## src/rtl/nand_seq_pkg.sv

```systemverilog
package nand_seq_pkg;

    localparam int CNT_W   = 4;
    localparam int N_ADDR  = 4;
    localparam int N_BYTES = N_ADDR + 2;
    localparam int IDX_W   = $clog2(N_BYTES);

    typedef struct packed {
        logic [CNT_W-1:0] setup;
        logic [CNT_W-1:0] low;
        logic [CNT_W-1:0] hold;
    } bus_timing_t;

    typedef enum logic [1:0] {
        SUB_SETUP = 2'd0,
        SUB_LOW   = 2'd1,
        SUB_HOLD  = 2'd2
    } sub_e;

    typedef enum logic [1:0] {
        WS_OFF   = 2'd0,
        WS_LOOK  = 2'd1,
        WS_RECOV = 2'd2
    } watch_e;

    function automatic logic [CNT_W-1:0] min_one(input logic [CNT_W-1:0] v);
        return (v == '0) ? CNT_W'(1) : v;
    endfunction

endpackage

```

## src/rtl/nand_bus_timer.sv

```systemverilog
module nand_bus_timer
    import nand_seq_pkg::*;
(
    input  logic        clk,
    input  logic        rst_n,
    input  logic        launch,
    input  bus_timing_t tm,
    output logic        active,
    output logic        we_low,
    output logic        final_cycle
);

    typedef struct packed {
        logic             active;
        sub_e             sub;
        logic [CNT_W-1:0] cnt;
    } timer_t;

    timer_t st_d, st_q;
    logic [CNT_W-1:0] lim;
    logic             last_in_sub;

    always_comb begin
        unique case (st_q.sub)
            SUB_SETUP: lim = min_one(tm.setup);
            SUB_LOW:   lim = min_one(tm.low);
            default:   lim = min_one(tm.hold);
        endcase
        last_in_sub = (st_q.cnt == lim - CNT_W'(1));
        final_cycle = st_q.active && (st_q.sub == SUB_HOLD) && last_in_sub;

        st_d = st_q;
        if (launch) begin
            st_d.active = 1'b1;
            st_d.sub    = SUB_SETUP;
            st_d.cnt    = '0;
        end else if (st_q.active) begin
            if (last_in_sub) begin
                st_d.cnt = '0;
                unique case (st_q.sub)
                    SUB_SETUP: st_d.sub    = SUB_LOW;
                    SUB_LOW:   st_d.sub    = SUB_HOLD;
                    default:   st_d.active = 1'b0;
                endcase
            end else begin
                st_d.cnt = st_q.cnt + CNT_W'(1);
            end
        end
    end

    always_ff @(posedge clk or negedge rst_n) begin
        if (!rst_n) begin
            st_q <= '{active: 1'b0, sub: SUB_SETUP, cnt: '0};
        end else begin
            st_q <= st_d;
        end
    end

    assign active = st_q.active;
    assign we_low = st_q.active && (st_q.sub == SUB_LOW);

    // the phase counter never passes its effective limit
    a_r4_cnt_in_range: assert property (@(posedge clk) disable iff (!rst_n)
        st_q.active |-> (st_q.cnt < lim));

    // write enable low phase is always followed by the hold phase
    a_r4_low_then_hold: assert property (@(posedge clk) disable iff (!rst_n)
        (we_low && last_in_sub && !launch) |=> (st_q.active && st_q.sub == SUB_HOLD));

endmodule

```

## src/rtl/nand_rb_watch.sv

```systemverilog
module nand_rb_watch
    import nand_seq_pkg::*;
#(
    parameter int TMO_W = 8
) (
    input  logic             clk,
    input  logic             rst_n,
    input  logic             arm,
    input  logic             rb_n,
    input  logic [TMO_W-1:0] limit,
    output logic             active,
    output logic             done,
    output logic             timeout
);

    typedef struct packed {
        watch_e           st;
        logic [TMO_W-1:0] cnt;
        logic             done;
        logic             to;
    } watch_t;

    watch_t w_d, w_q;
    logic [TMO_W-1:0] lim_eff;

    always_comb begin
        lim_eff = (limit == '0) ? TMO_W'(1) : limit;
        w_d      = w_q;
        w_d.done = 1'b0;
        w_d.to   = 1'b0;
        unique case (w_q.st)
            WS_OFF: begin
                if (arm) begin
                    w_d.st  = WS_LOOK;
                    w_d.cnt = '0;
                end
            end
            WS_LOOK: begin
                if (!rb_n) begin
                    w_d.st = WS_RECOV;
                end else if (w_q.cnt == lim_eff - TMO_W'(1)) begin
                    w_d.st   = WS_OFF;
                    w_d.done = 1'b1;
                    w_d.to   = 1'b1;
                end else begin
                    w_d.cnt = w_q.cnt + TMO_W'(1);
                end
            end
            default: begin
                if (rb_n) begin
                    w_d.st   = WS_OFF;
                    w_d.done = 1'b1;
                end
            end
        endcase
    end

    always_ff @(posedge clk or negedge rst_n) begin
        if (!rst_n) begin
            w_q <= '{st: WS_OFF, cnt: '0, done: 1'b0, to: 1'b0};
        end else begin
            w_q <= w_d;
        end
    end

    assign active  = (w_q.st != WS_OFF);
    assign done    = w_q.done;
    assign timeout = w_q.to;

    // timeout only ever reported together with completion
    a_r8_timeout_with_done: assert property (@(posedge clk) disable iff (!rst_n)
        w_q.to |-> w_q.done);

    // completion is a single-clock pulse
    a_r11_done_single: assert property (@(posedge clk) disable iff (!rst_n)
        w_q.done |=> !w_q.done);

    // recovery ends only on a sampled ready level
    a_r7_recov_exit_on_ready: assert property (@(posedge clk) disable iff (!rst_n)
        (w_q.st == WS_RECOV && !rb_n) |=> (w_q.st == WS_RECOV));

endmodule

```

## src/rtl/nand_seq_ctrl.sv

```systemverilog
module nand_seq_ctrl
    import nand_seq_pkg::*;
#(
    parameter int TMO_W = 8
) (
    input  logic             clk,
    input  logic             rst_n,
    input  logic             start,
    input  logic [7:0]       cmd_first,
    input  logic [7:0]       cmd_second,
    input  logic [31:0]      row_col_addr,
    input  logic [CNT_W-1:0] com_setup,
    input  logic [CNT_W-1:0] com_low,
    input  logic [CNT_W-1:0] com_hold,
    input  logic [CNT_W-1:0] att_setup,
    input  logic [CNT_W-1:0] att_low,
    input  logic [CNT_W-1:0] att_hold,
    input  logic [TMO_W-1:0] busy_limit,
    input  logic             ce_sensitive,
    input  logic             rb_n,
    output logic             ce_n,
    output logic             we_n,
    output logic             cle,
    output logic             ale,
    output logic [7:0]       dq,
    output logic             busy,
    output logic             done,
    output logic             timeout
);

    localparam int LAST_IDX = N_BYTES - 1;

    typedef struct packed {
        logic                       in_bus;
        logic [IDX_W-1:0]           idx;
        logic [N_BYTES-1:0][7:0]    bytes;
        bus_timing_t                com;
        bus_timing_t                att;
        logic                       ce_mode;
        logic [TMO_W-1:0]           lim;
    } seq_t;

    seq_t s_d, s_q;

    logic [N_BYTES-1:0][7:0] in_bytes;
    logic                    accept, launch, arm, on_last;
    logic                    t_active, t_we_low, t_final;
    logic                    w_active;
    bus_timing_t             tm_sel;

    assign in_bytes[0]       = cmd_first;
    assign in_bytes[LAST_IDX] = cmd_second;
    for (genvar k = 0; k < N_ADDR; k++) begin : g_addr_bytes
        assign in_bytes[k+1] = row_col_addr[8*k +: 8];
    end

    always_comb begin
        on_last = (s_q.idx == IDX_W'(LAST_IDX));
        tm_sel  = on_last ? s_q.att : s_q.com;
        accept  = start && !busy;
        launch  = accept || (s_q.in_bus && t_final && !on_last);
        arm     = s_q.in_bus && t_final && on_last;

        s_d = s_q;
        if (accept) begin
            s_d.in_bus  = 1'b1;
            s_d.idx     = '0;
            s_d.bytes   = in_bytes;
            s_d.com     = '{setup: com_setup, low: com_low, hold: com_hold};
            s_d.att     = '{setup: att_setup, low: att_low, hold: att_hold};
            s_d.ce_mode = ce_sensitive;
            s_d.lim     = busy_limit;
        end else if (s_q.in_bus && t_final) begin
            if (on_last) begin
                s_d.in_bus = 1'b0;
            end else begin
                s_d.idx = s_q.idx + IDX_W'(1);
            end
        end
    end

    always_ff @(posedge clk or negedge rst_n) begin
        if (!rst_n) begin
            s_q <= '0;
        end else begin
            s_q <= s_d;
        end
    end

    nand_bus_timer u_timer (
        .clk         (clk),
        .rst_n       (rst_n),
        .launch      (launch),
        .tm          (tm_sel),
        .active      (t_active),
        .we_low      (t_we_low),
        .final_cycle (t_final)
    );

    nand_rb_watch #(.TMO_W(TMO_W)) u_watch (
        .clk     (clk),
        .rst_n   (rst_n),
        .arm     (arm),
        .rb_n    (rb_n),
        .limit   (s_q.lim),
        .active  (w_active),
        .done    (done),
        .timeout (timeout)
    );

    always_comb begin
        busy = s_q.in_bus || w_active;
        cle  = t_active && ((s_q.idx == '0) || on_last);
        ale  = t_active && (s_q.idx != '0) && !on_last;
        dq   = t_active ? s_q.bytes[s_q.idx] : 8'h00;
        we_n = !t_we_low;
        ce_n = !(t_active || (w_active && s_q.ce_mode));
    end

    // latch enables never overlap
    a_r3_latch_exclusive: assert property (@(posedge clk) disable iff (!rst_n)
        !(cle && ale));

    // a write strobe always belongs to a command or an address byte
    a_r3_we_low_latched: assert property (@(posedge clk) disable iff (!rst_n)
        !we_n |-> ((cle || ale) && !ce_n));

    // the byte timer runs exactly while the sequencer is in its bus phase
    a_r4_timer_tracks_seq: assert property (@(posedge clk) disable iff (!rst_n)
        s_q.in_bus == t_active);

    // chip enable released whenever idle
    a_r9_ce_idle_high: assert property (@(posedge clk) disable iff (!rst_n)
        !busy |-> ce_n);

    // completion is reported from the idle state
    a_r11_done_not_busy: assert property (@(posedge clk) disable iff (!rst_n)
        done |-> !busy);

    // a start while busy leaves the byte position unchanged unless the timer steps it
    a_r10_start_ignored: assert property (@(posedge clk) disable iff (!rst_n)
        (start && s_q.in_bus && !t_final) |=> $stable(s_q.idx));

endmodule

```

## config.mk

```make
export PLATFORM = sky130hd
export DESIGN_NAME = nand_seq_ctrl
export DESIGN_NICKNAME = d
export VERILOG_FILES = /design/src/rtl/nand_seq_pkg.sv /design/src/rtl/nand_bus_timer.sv /design/src/rtl/nand_rb_watch.sv /design/src/rtl/nand_seq_ctrl.sv
export SDC_FILE = /design/constraint.sdc
export NUM_CORES = 1
export LEC_CHECK = 0
export CAP_MARGIN = 20
export CORE_ASPECT_RATIO = 1.2
export CORE_MARGIN = 2
export CORE_UTILIZATION = 57
export CTS_CLUSTER_SIZE = 30
export DETAILED_ROUTE_END_ITERATION = 12
export GPL_ROUTABILITY_DRIVEN = 0
export GPL_TIMING_DRIVEN = 0
export PLACE_DENSITY = 0.86
export SYNTH_ARGS = -nofsm -noshare
export SYNTH_HDL_FRONTEND = slang
export SYNTH_HIERARCHICAL = 1
export SYNTH_SLANG_ARGS = --single-unit
```

## constraint.sdc

```tcl
create_clock -name clk -period 13 [get_ports clk]
set_input_delay 2.6 -clock clk [delete_from_list [all_inputs] [get_ports clk]]
set_output_delay 2.6 -clock clk [all_outputs]
set_load 0.03 [all_outputs]
```

== Word level (Yosys, flattened, before mapping) ==
Index checks and enable logic that the tools add are counted.
Widths: inputs -> output; s select.

* Register bits: 104
* Input bits: 85
* Output and inout bits: 15
* Word-level logic and storage cells: 112

* Add/sub/neg operators: 5
* Magnitude comparators: 1
* Equality and inequality tests: 11
* Multiplexer cells: 31
* Reduce and logical (&&, ||, !) cells: 41

{| class="wikitable"
|+ Operator list
! operator !! count
|-
| $mux 8 || 4
|-
| $bmux 8 s3 || 1
|-
| $mux 4 || 6
|-
| $mux 10 || 2
|-
| $pmux 8 s2 || 1
|-
| $mux 7 || 2
|-
| $logic_not 4->1 || 3
|-
| $mux 12 || 1
|-
| $reduce_bool 2->1 || 6
|-
| $logic_and 1x1->1 || 11
|-
| $reduce_bool 3->1 || 3
|-
| $add 8x1->8 const B || 1
|-
| $eq 8x8->1 || 1
|-
| $logic_not 8->1 || 1
|-
| $mux 2 || 4
|-
| $ne 2x2->1 const B || 4
|-
| $pmux 2 s2 || 2
|-
| $pmux 4 s2 || 1
|-
| $sub 8x1->8 const B || 1
|-
| $mux 3 || 2
|-
| $reduce_and 3->1 || 2
|-
| $add 4x1->4 const B || 1
|-
| $eq 2x1->1 const B || 2
|-
| $eq 4x4->1 || 1
|-
| other kinds (15) || 26
|}

== Longest topological paths before layout ==
Gate-level depths: netlist of run 1.

* Depth after elaboration: 13
* Mapped depth: 18
* Depth with buffers taken out: 15

== Modules after synthesis ==
Netlist of run 1, hierarchy kept.

{| class="wikitable"
|+ By module, submodules not included
! module !! instances !! cells each !! area each (um2) !! sequential area each (um2)
|-
| nand_seq_ctrl || 1 || 261 || 3837.4 || 2127.0
|-
| nand_rb_watch || 1 || 107 || 997.2 || 300.3
|-
| nand_bus_timer || 1 || 66 || 603.1 || 175.2
|}

== Worst setup path after synthesis of run 1 ==
OpenSTA, ideal clock, no wires.

* Path kind: reg2out
* Start: register s_q[82] (netlist bit)
* End: output port ale
* Arrival time: 1.605 ns
* Required time: 10.400 ns
* Path slack: 8.795 ns
* Cell stages (with the launch flop): 7
* Cells stage by stage: dfrtp_1 -> buf_2 -> buf_2 -> inv_1 -> ha_1 -> mux2i_1 -> and2_1

* Word-level cells in the longest chain between the ends: 3
* Elaborated cells between the ends (all ways): 5
* Those cells by class: 1 x eq/ne; 4 x reduce/logical

{| class="wikitable"
|+ RTL lines
! element !! RTL line !! RTL
|-
| from (decl) || nand_seq_ctrl.sv:43 || <nowiki>seq_t s_d, s_q;</nowiki>
|-
| from (signal assigned) || nand_seq_ctrl.sv:84 || <nowiki>s_q <= '0;</nowiki>
|-
| from (signal assigned) || nand_seq_ctrl.sv:86 || <nowiki>s_q <= s_d;</nowiki>
|-
| $eq 3x3->1 or $reduce_bool 3->1 (tied branches) || nand_seq_ctrl.sv:58, nand_seq_ctrl.sv:114 ||
|-
| $logic_not 1->1 or $logic_and 1x1->1 (tied branches) || nand_seq_ctrl.sv:114 || <nowiki>ale = t_active && (s_q.idx != '0) && !on_last;</nowiki>
|-
| $logic_and 1x1->1 (*) || nand_seq_ctrl.sv:114 ||
|-
| to (decl) || nand_seq_ctrl.sv:24 || <nowiki>output logic ale,</nowiki>
|}

Mark *: on every way between the ends. The rest lies on a longest branch, timed or not.

== Worst setup path in the final report of run 1 ==
Ends and elaborated chain as after synthesis.

==> impl_metrics.env, run 1 <==
export IMPL_outcome="finished clean"
export IMPL_cts_tree="done"
export IMPL_tightest_slew_ns=0.5180
export IMPL_synth_area_sq_um=5438
export IMPL_postCtsSetupBuffers=0
export IMPL_grt_pass1_vias=4121
export IMPL_min_path_cells=1
export IMPL_yosys_area_top_type="dfrtp_1"
export IMPL_worst_ir_drop_vdd_mv=0.1441
export IMPL_numPortBuffers=99
export IMPL_whs_ns=0.4846
export IMPL_cts_buffer_depth=2
export IMPL_critPathRequiredTime_ns=10.40
export IMPL_ys_seq_elements=104
export IMPL_wl_per_cell_microns=18.18
export IMPL_dr_pass1_iters=4
export IMPL_hold_viol_final=0
export IMPL_diodes=0
export IMPL_synth_seq_area_share_pct=47.86
export IMPL_max_freq_mhz=183.8
export IMPL_post_route_drc_count=0
export IMPL_hold_path_class="register to register"
export IMPL_layout_min_cycle_time_ns=5.441
export IMPL_area_delta_synth_final_pct=27.01
export IMPL_synthFlopType="dfrtp_1"
export IMPL_layout_common_cells="dfrtp_1 (104), clkdlybuf4s50_1 (98), mux2_1 (60)"
export IMPL_antenna_found_initial=0
export IMPL_tns_ns=0
export IMPL_cp_arrival_ns=2.84
export IMPL_final_common_cell="dfrtp_1"
export IMPL_globalRouteOverflowTotal=0
export IMPL_floorplan_initialDensity_pct=57.74
export IMPL_crit_type="register to output port"
export IMPL_drive_above_1_share_pct=17.09
export IMPL_fin_crit_sh_pct=41.85
export IMPL_synth_nets=525
export IMPL_ios=100
export IMPL_r2r_cells=18
export IMPL_leakage_nw=2.798
export IMPL_grtUsageTotal_pct=24.54
export IMPL_final_nets=636
export IMPL_die_w_microns=93.16
export IMPL_die_h_microns=111.0
export IMPL_seq_area_sq_um=2603
export IMPL_yosys_top_cells_area="dfrtp_1 (48%), mux2_1 (12%), mux2_2 (7.9%), mux2i_1 (6.3%), buf_6 (1.7%)"
export IMPL_dpl_worst_slack_ns=7.942
export IMPL_slew_viol_final=0
export IMPL_power_density_nw_per_um2=220.7
export IMPL_core_area_sq_um=9418
export IMPL_cts_clk_slew_worst_paths_ns=0.07
export IMPL_nFillCells=634
export IMPL_grt_pass1_wl_microns=19750
export IMPL_ctsHoldBuffers=0
export IMPL_drt_iter0_markers=221
export IMPL_post_cts_resized=0
export IMPL_avgSynthCellArea_sq_um=12.53
export IMPL_yosys_cell_types_count=63
export IMPL_slew_headroom_pct=64.92
export IMPL_multi_input_area_sq_um=2619
export IMPL_crit_path_end_kind="output port"
export IMPL_vias_per_cell=5.761
export IMPL_skew_ns=0.01486
export IMPL_cts_made_buffers=9
export IMPL_synth_edf_count=0
export IMPL_rsz0062_at_grt="no"
export IMPL_grt_max_degree=67
export IMPL_synthCells=434
export IMPL_setup_violations=0
export IMPL_detailed_place_hpwl_microns=8878
export IMPL_ant_nets=0
export IMPL_die_area_sq_um=10340
export IMPL_num_vias=3877
export IMPL_maxCapViolations=0
export IMPL_clkLatencyLatePin_ns=0.35
export IMPL_critPathLaunchType="register"
export IMPL_final_core_util_pct=73.34
export IMPL_finalWirelength_microns=12240
export IMPL_yosys_warnings=6
export IMPL_clock_sinks=104
export IMPL_worstPathMaxFanout=10
export IMPL_rows=39
export IMPL_worst_slack_ns=7.559
export IMPL_cts_root_buffer="clkbuf_16"
export IMPL_ys_async_sr_fraction_pct=100.0
export IMPL_cts_max_level=3
export IMPL_synth_top_cell_area_share_pct=47.86
## power breakdown
part,leakage [nW],internal (mW),total (mW),switching [mW]
sequential,1.24,0.469,0.570,0.101
combinational,1.42,0.346,0.686,0.340
clock,0.140,0.140,0.268,0.128
## sequential cells by signal, indices dropped and copies added (netlist names)
register	cells
u_timer/active	1
u_watch/timeout	1
u_watch/w_q	10
u_watch/done	1
u_timer/st_q	6
s_q	85
## path summary, 6_finish.rpt
check / from / end / slack (ns)
max in group asynchronous: rst_n / u_timer/st_q[2]$_DFFE_PN0P_ / 10.07
worst min register to register: s_q[19]$_DFFE_PN0P_ / s_q[19]$_DFFE_PN0P_ / 0.48
worst max register to register: s_q[82]$_DFFE_PN0P_ / u_watch/w_q[6]$_DFFE_PN0P_ / 7.95
min in group asynchronous: rst_n / s_q[54]$_DFFE_PN0P_ / 2.21
worst max-delay path: s_q[82]$_DFFE_PN0P_ / ale / 7.56
worst min-delay path: s_q[19]$_DFFE_PN0P_ / s_q[19]$_DFFE_PN0P_ / 0.48
## worst max-delay path, stage by stage (launching register included)
cell             delay [ns]
dfrtp_1                0.36
buf_2                  0.30
buf_2                  0.38
inv_1                  0.14
ha_1                   0.26
mux2i_1                0.20
and2_1                 0.19
clkdlybuf4s50_1        0.68
## layer usage
metal | vias to the layer above | track usage (%) | routed length [microns]
li1 | 1817 | - | -
met2 | 104 | 43.38 | 6488
met3 | 15 | 4.011 | 465
met5 | - | 0 | 0
met4 | 0 | 7.647 | 232
met1 | 1941 | 30.55 | 5049
## through the flow
stage          total power, mW  instances  area, sq um
2_1_floorplan            1.043        434         5438
3_3_place_gp             1.220        656         6583
3_5_place_dp             1.255        657         6608
4_1_cts                  1.528        673         6907
5_1_grt                  1.613        673         6907
6_report                 1.524        673         6907
## Yosys cell counts, drive strengths merged, types with 2 or more instances
master  instances
and3            2
nor3b           6
o32ai           3
o22a            8
or3             4
a21o            2
dfrtp         104
nor4b           2
nor2b           5
mux2           98
or3b            2
o21ai          16
nor3            9
o211ai          5
xor2            5
nor2            9
ha              6
nor4            4
mux2i          34
a31oi           3
nand3          12
inv            15
nand2b          3
clkbuf          2
o22ai           3
buf            20
xnor2           6
nand2          12
a21oi           8
a211oi          3
nand3b          3
## cell type report
cell class,instances,area share (%)
Sequential cell,104,37.68
Clock inverter,6,0.8696
Clock buffer,10,3.460
Inverter,15,0.8152
Buffer,22,2.319
Timing Repair Buffer,100,14.71
Multi-Input combinational cell,293,37.92
Tap cell,123,2.228
## logic make-up (layout without fill, tap and decap cells)
logic type	Yosys count	count (layout)	synth area share, %
flops	104	104	47.86
xor+xnor	11	11	2.255
buf+inv	37	153	3.981
simple gates	80	80	9.112
compound gates	64	64	8.859
mux	132	132	26.55
fa+ha+maj	6	6	1.381
(Power assumes the default switching activity.)
==> run 2, diff against run 1 <==
CORE_UTILIZATION = 53   (was 57)
PLACE_DENSITY = 0.81   (was 0.86)
clock period = 5.6 ns   (was 13 ns; I/O delays follow)
==> impl_metrics.env, run 2 (synthesized netlist as in run 1, its figures left out) <==
export IMPL_outcome="finished clean"
export IMPL_post_route_drc_count=0
export IMPL_finalPower_mw=3.570
export IMPL_leakage_nw=2.812
export IMPL_maxCapViolations=0
export IMPL_setup_violations=0
export IMPL_hold_path_class="register to register"
export IMPL_hold_viol_final=0
export IMPL_fin_crit_sh_pct=88.60
export IMPL_grtUsageTotal_pct=23.89
export IMPL_grt_pass1_vias=3946
export IMPL_regMostFlops="s_q"
export IMPL_crit_type="register to register"
export IMPL_layout_common_cells="dfrtp_1 (104), clkdlybuf4s50_1 (98), mux2_1 (60)"
export IMPL_cts_made_buffers=9
export IMPL_cts_tree="done"
export IMPL_critPathLaunchType="register"
export IMPL_die_w_microns=96.47
export IMPL_postCtsSetupBuffers=0
export IMPL_cts_max_level=3
export IMPL_numPortBuffers=99
export IMPL_critPathRequiredTime_ns=5.82
export IMPL_clock_sinks=104
export IMPL_top_regs="s_q x85, u_watch/w_q x10, u_timer/st_q x6"
export IMPL_multi_input_area_sq_um=2619
export IMPL_grt_pass1_wl_microns=19800
export IMPL_grt_max_degree=62
export IMPL_slew_viol_final=0
export IMPL_dpl_worst_slack_ns=0.6754
export IMPL_rows=40
export IMPL_crit_path_end_kind="register"
export IMPL_worst_slack_ns=0.6382
export IMPL_antenna_found_initial=0
export IMPL_ant_nets=0
export IMPL_cts_root_buffer="clkbuf_16"
export IMPL_nFillCells=735
export IMPL_globalRouteOverflowTotal=0
export IMPL_tightest_slew_ns=0.6004
export IMPL_largest_register_ffs=85
export IMPL_stdcell_area_sq_um=6929
export IMPL_power_density_nw_per_um2=515.2
export IMPL_tns_ns=0
export IMPL_rsz0062_at_grt="no"
export IMPL_final_common_cell="dfrtp_1"
export IMPL_finalWirelength_microns=12400
export IMPL_detailed_place_hpwl_microns=9100
export IMPL_floorplan_initialDensity_pct=54.32
export IMPL_die_h_microns=115.0
export IMPL_core_area_sq_um=10010
export IMPL_cts_buffer_depth=2
export IMPL_die_area_sq_um=11090
export IMPL_vias_per_cell=5.700
export IMPL_worstPathMaxFanout=10
export IMPL_worst_ir_drop_vdd_mv=0.3101
export IMPL_drt_iter0_markers=165
export IMPL_layout_min_cycle_time_ns=4.962
export IMPL_num_vias=3853
export IMPL_clkLatencyLatePin_ns=0.35
export IMPL_cts_clk_slew_worst_paths_ns=0.07
export IMPL_whs_ns=0.4828
export IMPL_dr_pass1_iters=5
export IMPL_ios=100
export IMPL_drive_above_1_share_pct=17.09
export IMPL_wl_per_cell_microns=18.35
export IMPL_max_freq_mhz=201.5
export IMPL_slew_headroom_pct=59.97
export IMPL_diodes=0
export IMPL_post_cts_resized=0
export IMPL_area_delta_synth_final_pct=27.43
export IMPL_final_nets=636
export IMPL_place_area_sq_um=6611
export IMPL_seq_area_sq_um=2603
export IMPL_skew_ns=0.006428
export IMPL_ctsHoldBuffers=0
export IMPL_cp_arrival_ns=5.18
==> run 2: cell types whose count changed in the layout (fill, tap and decap cells not counted) <==
| cell | change |
|---|---|
| bufinv_16 | +1 |
| clkbuf_8 | +2 |
| clkinv_2 | +1 |
| clkinv_4 | +1 |
| clkinv_8 | -1 |
| clkinvlp_4 | -1 |
| inv_6 | -2 |
| inv_8 | -1 |
==> run 2: critical path: stages (launching register included) <==
cell and delay [ns]:
dfrtp_1 0.35, buf_2 0.29, buf_2 0.38, inv_1 0.14, ha_1 0.24, nand2_1 0.24
buf_2 0.35, mux2_2 0.40, mux2i_1 0.18, a211oi_1 0.15, or4b_1 0.51, mux2i_1 0.23
o21a_2 0.24, and4b_1 0.31, nand2_1 0.12, nor2_1 0.15, a21oi_1 0.12, a31oi_2 0.30
a22oi_1 0.12
==> run 2: final timing paths <==
check                               startpoint                     endpoint  slack, ns  depth (start not counted)
max in group asynchronous                rst_n  u_timer/st_q[5]$_DFFE_PN0P_       4.13                          2
max reg2reg                s_q[82]$_DFFE_PN0P_   u_watch/w_q[6]$_DFFE_PN0P_       0.64                         18
min reg2reg                s_q[41]$_DFFE_PN0P_          s_q[41]$_DFFE_PN0P_       0.48                          1
max                        s_q[82]$_DFFE_PN0P_   u_watch/w_q[6]$_DFFE_PN0P_       0.64                         18
min                        s_q[41]$_DFFE_PN0P_          s_q[41]$_DFFE_PN0P_       0.48                          1
min in group asynchronous                rst_n           s_q[1]$_DFFE_PN0P_       0.77                          1
==> run 2: final cells by class <==
class,count,share of cell area [%]
clock inverters,4,0.7403
well taps,126,2.275
clock buffers,12,3.846
repair buffers,100,14.66
inverters,15,0.8126
flip-flops and latches,104,37.56
plain buffers,22,2.311
multi-input cells,293,37.79
==> run 2: power by group <==
group          switching (mW)  internal [mW]
registers               0.236           1.09
logic                   0.785          0.802
clock network           0.274          0.383
total                    1.29           2.27
==> run 2: layer usage <==
layer	GRT usage (%)	routed length (microns)	part of all wire [%]
met5	0	0	0
met3	4.522	388	3.1
met2	41.85	6607	53
met4	7.418	194	1.6
met1	29.71	5213	42
==> run 2: through the flow <==
| stage | std cells | utilization, % |
|---|---|---|
| global route | 676 | 69.23 |
| CTS | 676 | 69.23 |
| global placement | 659 | 65.80 |
| finish | 676 | 69.23 |
| detailed placement | 660 | 66.05 |
| floorplan | 434 | - |
==> run 3, diff against run 2 <==
MAX_ROUTING_LAYER = met4   (was not set)
SLEW_MARGIN = 25   (was not set)
==> impl_metrics.env, run 3 (synthesized netlist as in run 1, its figures left out) <==
export IMPL_grt_pass1_vias=3944
export IMPL_skew_ns=0.007195
export IMPL_regMostFlops="s_q"
export IMPL_hold_viol_final=0
export IMPL_final_common_cell="dfrtp_1"
export IMPL_final_nets=636
export IMPL_finalPower_mw=3.571
export IMPL_slew_headroom_pct=62.36
export IMPL_leakage_nw=2.813
export IMPL_ios=100
export IMPL_cts_buffer_depth=2
export IMPL_clkLatencyLatePin_ns=0.34
export IMPL_clock_sinks=104
export IMPL_max_freq_mhz=200.4
export IMPL_die_w_microns=96.47
export IMPL_drt_iter0_markers=165
export IMPL_slew_viol_final=0
export IMPL_rows=40
export IMPL_crit_type="register to register"
export IMPL_cts_clk_slew_worst_paths_ns=0.07
export IMPL_cpMaxStageDelayCell="or4b_1"
export IMPL_postCtsSetupBuffers=0
export IMPL_top_regs="s_q x85, u_watch/w_q x10, u_timer/st_q x6"
export IMPL_cts_made_buffers=9
export IMPL_num_vias=3880
export IMPL_post_route_drc_count=0
export IMPL_wl_per_cell_microns=18.39
export IMPL_die_area_sq_um=11090
export IMPL_critical_path_max_stage_delay_ns=0.51
export IMPL_worst_ir_drop_vdd_mv=0.3100
export IMPL_critPathLaunchType="register"
export IMPL_worstPathMaxFanout=10
export IMPL_vias_per_cell=5.740
export IMPL_floorplan_initialDensity_pct=54.32
export IMPL_layout_common_cells="dfrtp_1 (104), clkdlybuf4s50_1 (98), mux2_1 (60)"
export IMPL_maxCapViolations=0
export IMPL_power_density_nw_per_um2=515.1
export IMPL_ant_nets=0
export IMPL_worstPathCellList="buf_2 > buf_2 > inv_1 > ha_1 > nand2_1 > buf_2 > mux2_2 > mux2i_1 > a211oi_1 > or4b_1 > mux2i_1 > o21a_2 > and4b_1 > nand2_1 > nor2_1 > a21oi_1 > a31oi_2 > a22oi_1"
export IMPL_diodes=0
export IMPL_cts_root_buffer="clkbuf_16"
export IMPL_area_delta_synth_final_pct=27.50
export IMPL_finalWirelength_microns=12430
export IMPL_core_area_sq_um=10010
export IMPL_globalRouteOverflowTotal=0
export IMPL_outcome="finished clean"
export IMPL_hold_path_class="register to register"
export IMPL_setup_violations=0
export IMPL_fin_crit_sh_pct=89.12
export IMPL_grt_max_degree=62
export IMPL_layout_min_cycle_time_ns=4.991
export IMPL_antenna_found_initial=0
export IMPL_drive_above_1_share_pct=17.09
export IMPL_ctsHoldBuffers=0
export IMPL_grtUsageTotal_pct=24.59
export IMPL_cts_max_level=3
export IMPL_cp_arrival_ns=5.21
export IMPL_largest_register_ffs=85
export IMPL_detailed_place_hpwl_microns=9093
export IMPL_tightest_slew_ns=0.5559
export IMPL_post_cts_resized=0
export IMPL_final_core_util_pct=69.26
export IMPL_dr_pass1_iters=4
export IMPL_cts_tree="done"
export IMPL_numPortBuffers=99
export IMPL_die_h_microns=115.0
export IMPL_rsz0062_at_grt="no"
export IMPL_critPathRequiredTime_ns=5.82
export IMPL_crit_path_end_kind="register"
export IMPL_worst_path_most_repeated_cell="buf_2"
export IMPL_grt_pass1_wl_microns=19800
-- run 3: cell type report --
type                       instances  area, sq um
buffer                            22        160.2
clock buffer                      12        266.5
tap                              126        157.7
sequential                       104         2603
inverter                          15        56.30
clock inverter                     4        51.30
timing repair buffer             100         1020
multi-input combinational        293         2619
fill                             731         3077
-- run 3: worst max-delay path: cells and delay by family (launching register included) --
kind | cells | cell delay, ns
AND/OR/NAND/NOR | 5 | 1.34
buffers and inverters | 4 | 1.16
AO/OA/AOI/OAI | 5 | 0.92
multiplexers | 3 | 0.83
flip-flops | 1 | 0.35
adder cells (fa/ha/maj) | 1 | 0.25
-- run 3: path summary, 6_finish.rpt --
path                                          start                           to  slack (ns)  cells past startpoint
worst min-delay path            s_q[41]$_DFFE_PN0P_          s_q[41]$_DFFE_PN0P_        0.48                      1
worst max register to register  s_q[82]$_DFFE_PN0P_   u_watch/w_q[6]$_DFFE_PN0P_        0.61                     18
worst min register to register  s_q[41]$_DFFE_PN0P_          s_q[41]$_DFFE_PN0P_        0.48                      1
min in group asynchronous                     rst_n           s_q[3]$_DFFE_PN0P_        0.69                      1
max in group asynchronous                     rst_n  u_timer/st_q[5]$_DFFE_PN0P_        4.27                      2
worst max-delay path            s_q[82]$_DFFE_PN0P_   u_watch/w_q[6]$_DFFE_PN0P_        0.61                     18
-- run 3: report_power, final --
group	switching, mW	internal [mW]
Combinational	0.785	0.802
Sequential	0.235	1.09
Clock	0.276	0.383
Total	1.30	2.28
-- run 3: layer usage --
layer / GRT usage, % / share of wire (%)
met3: 4.260 / 3.5
met2: 41.81 / 53
met1: 29.84 / 42
met4: 7.418 / 1.8
met5: - / 0
-- run 3: through the flow --
stage	std cells	setup TNS, ns	instance area, sq um	hold slack, ns	setup slack, ns
after global placement	659	-49.32	6586	0.4631	-0.4804
final	676	0	6933	0.4829	0.6092
after floorplan	434	0	5438	0.4522	1.514
after detailed placement	660	0	6615	0.4739	0.6754
after global routing	676	0	6933	0.5022	0.2621
after CTS	676	0	6933	0.4892	0.6391
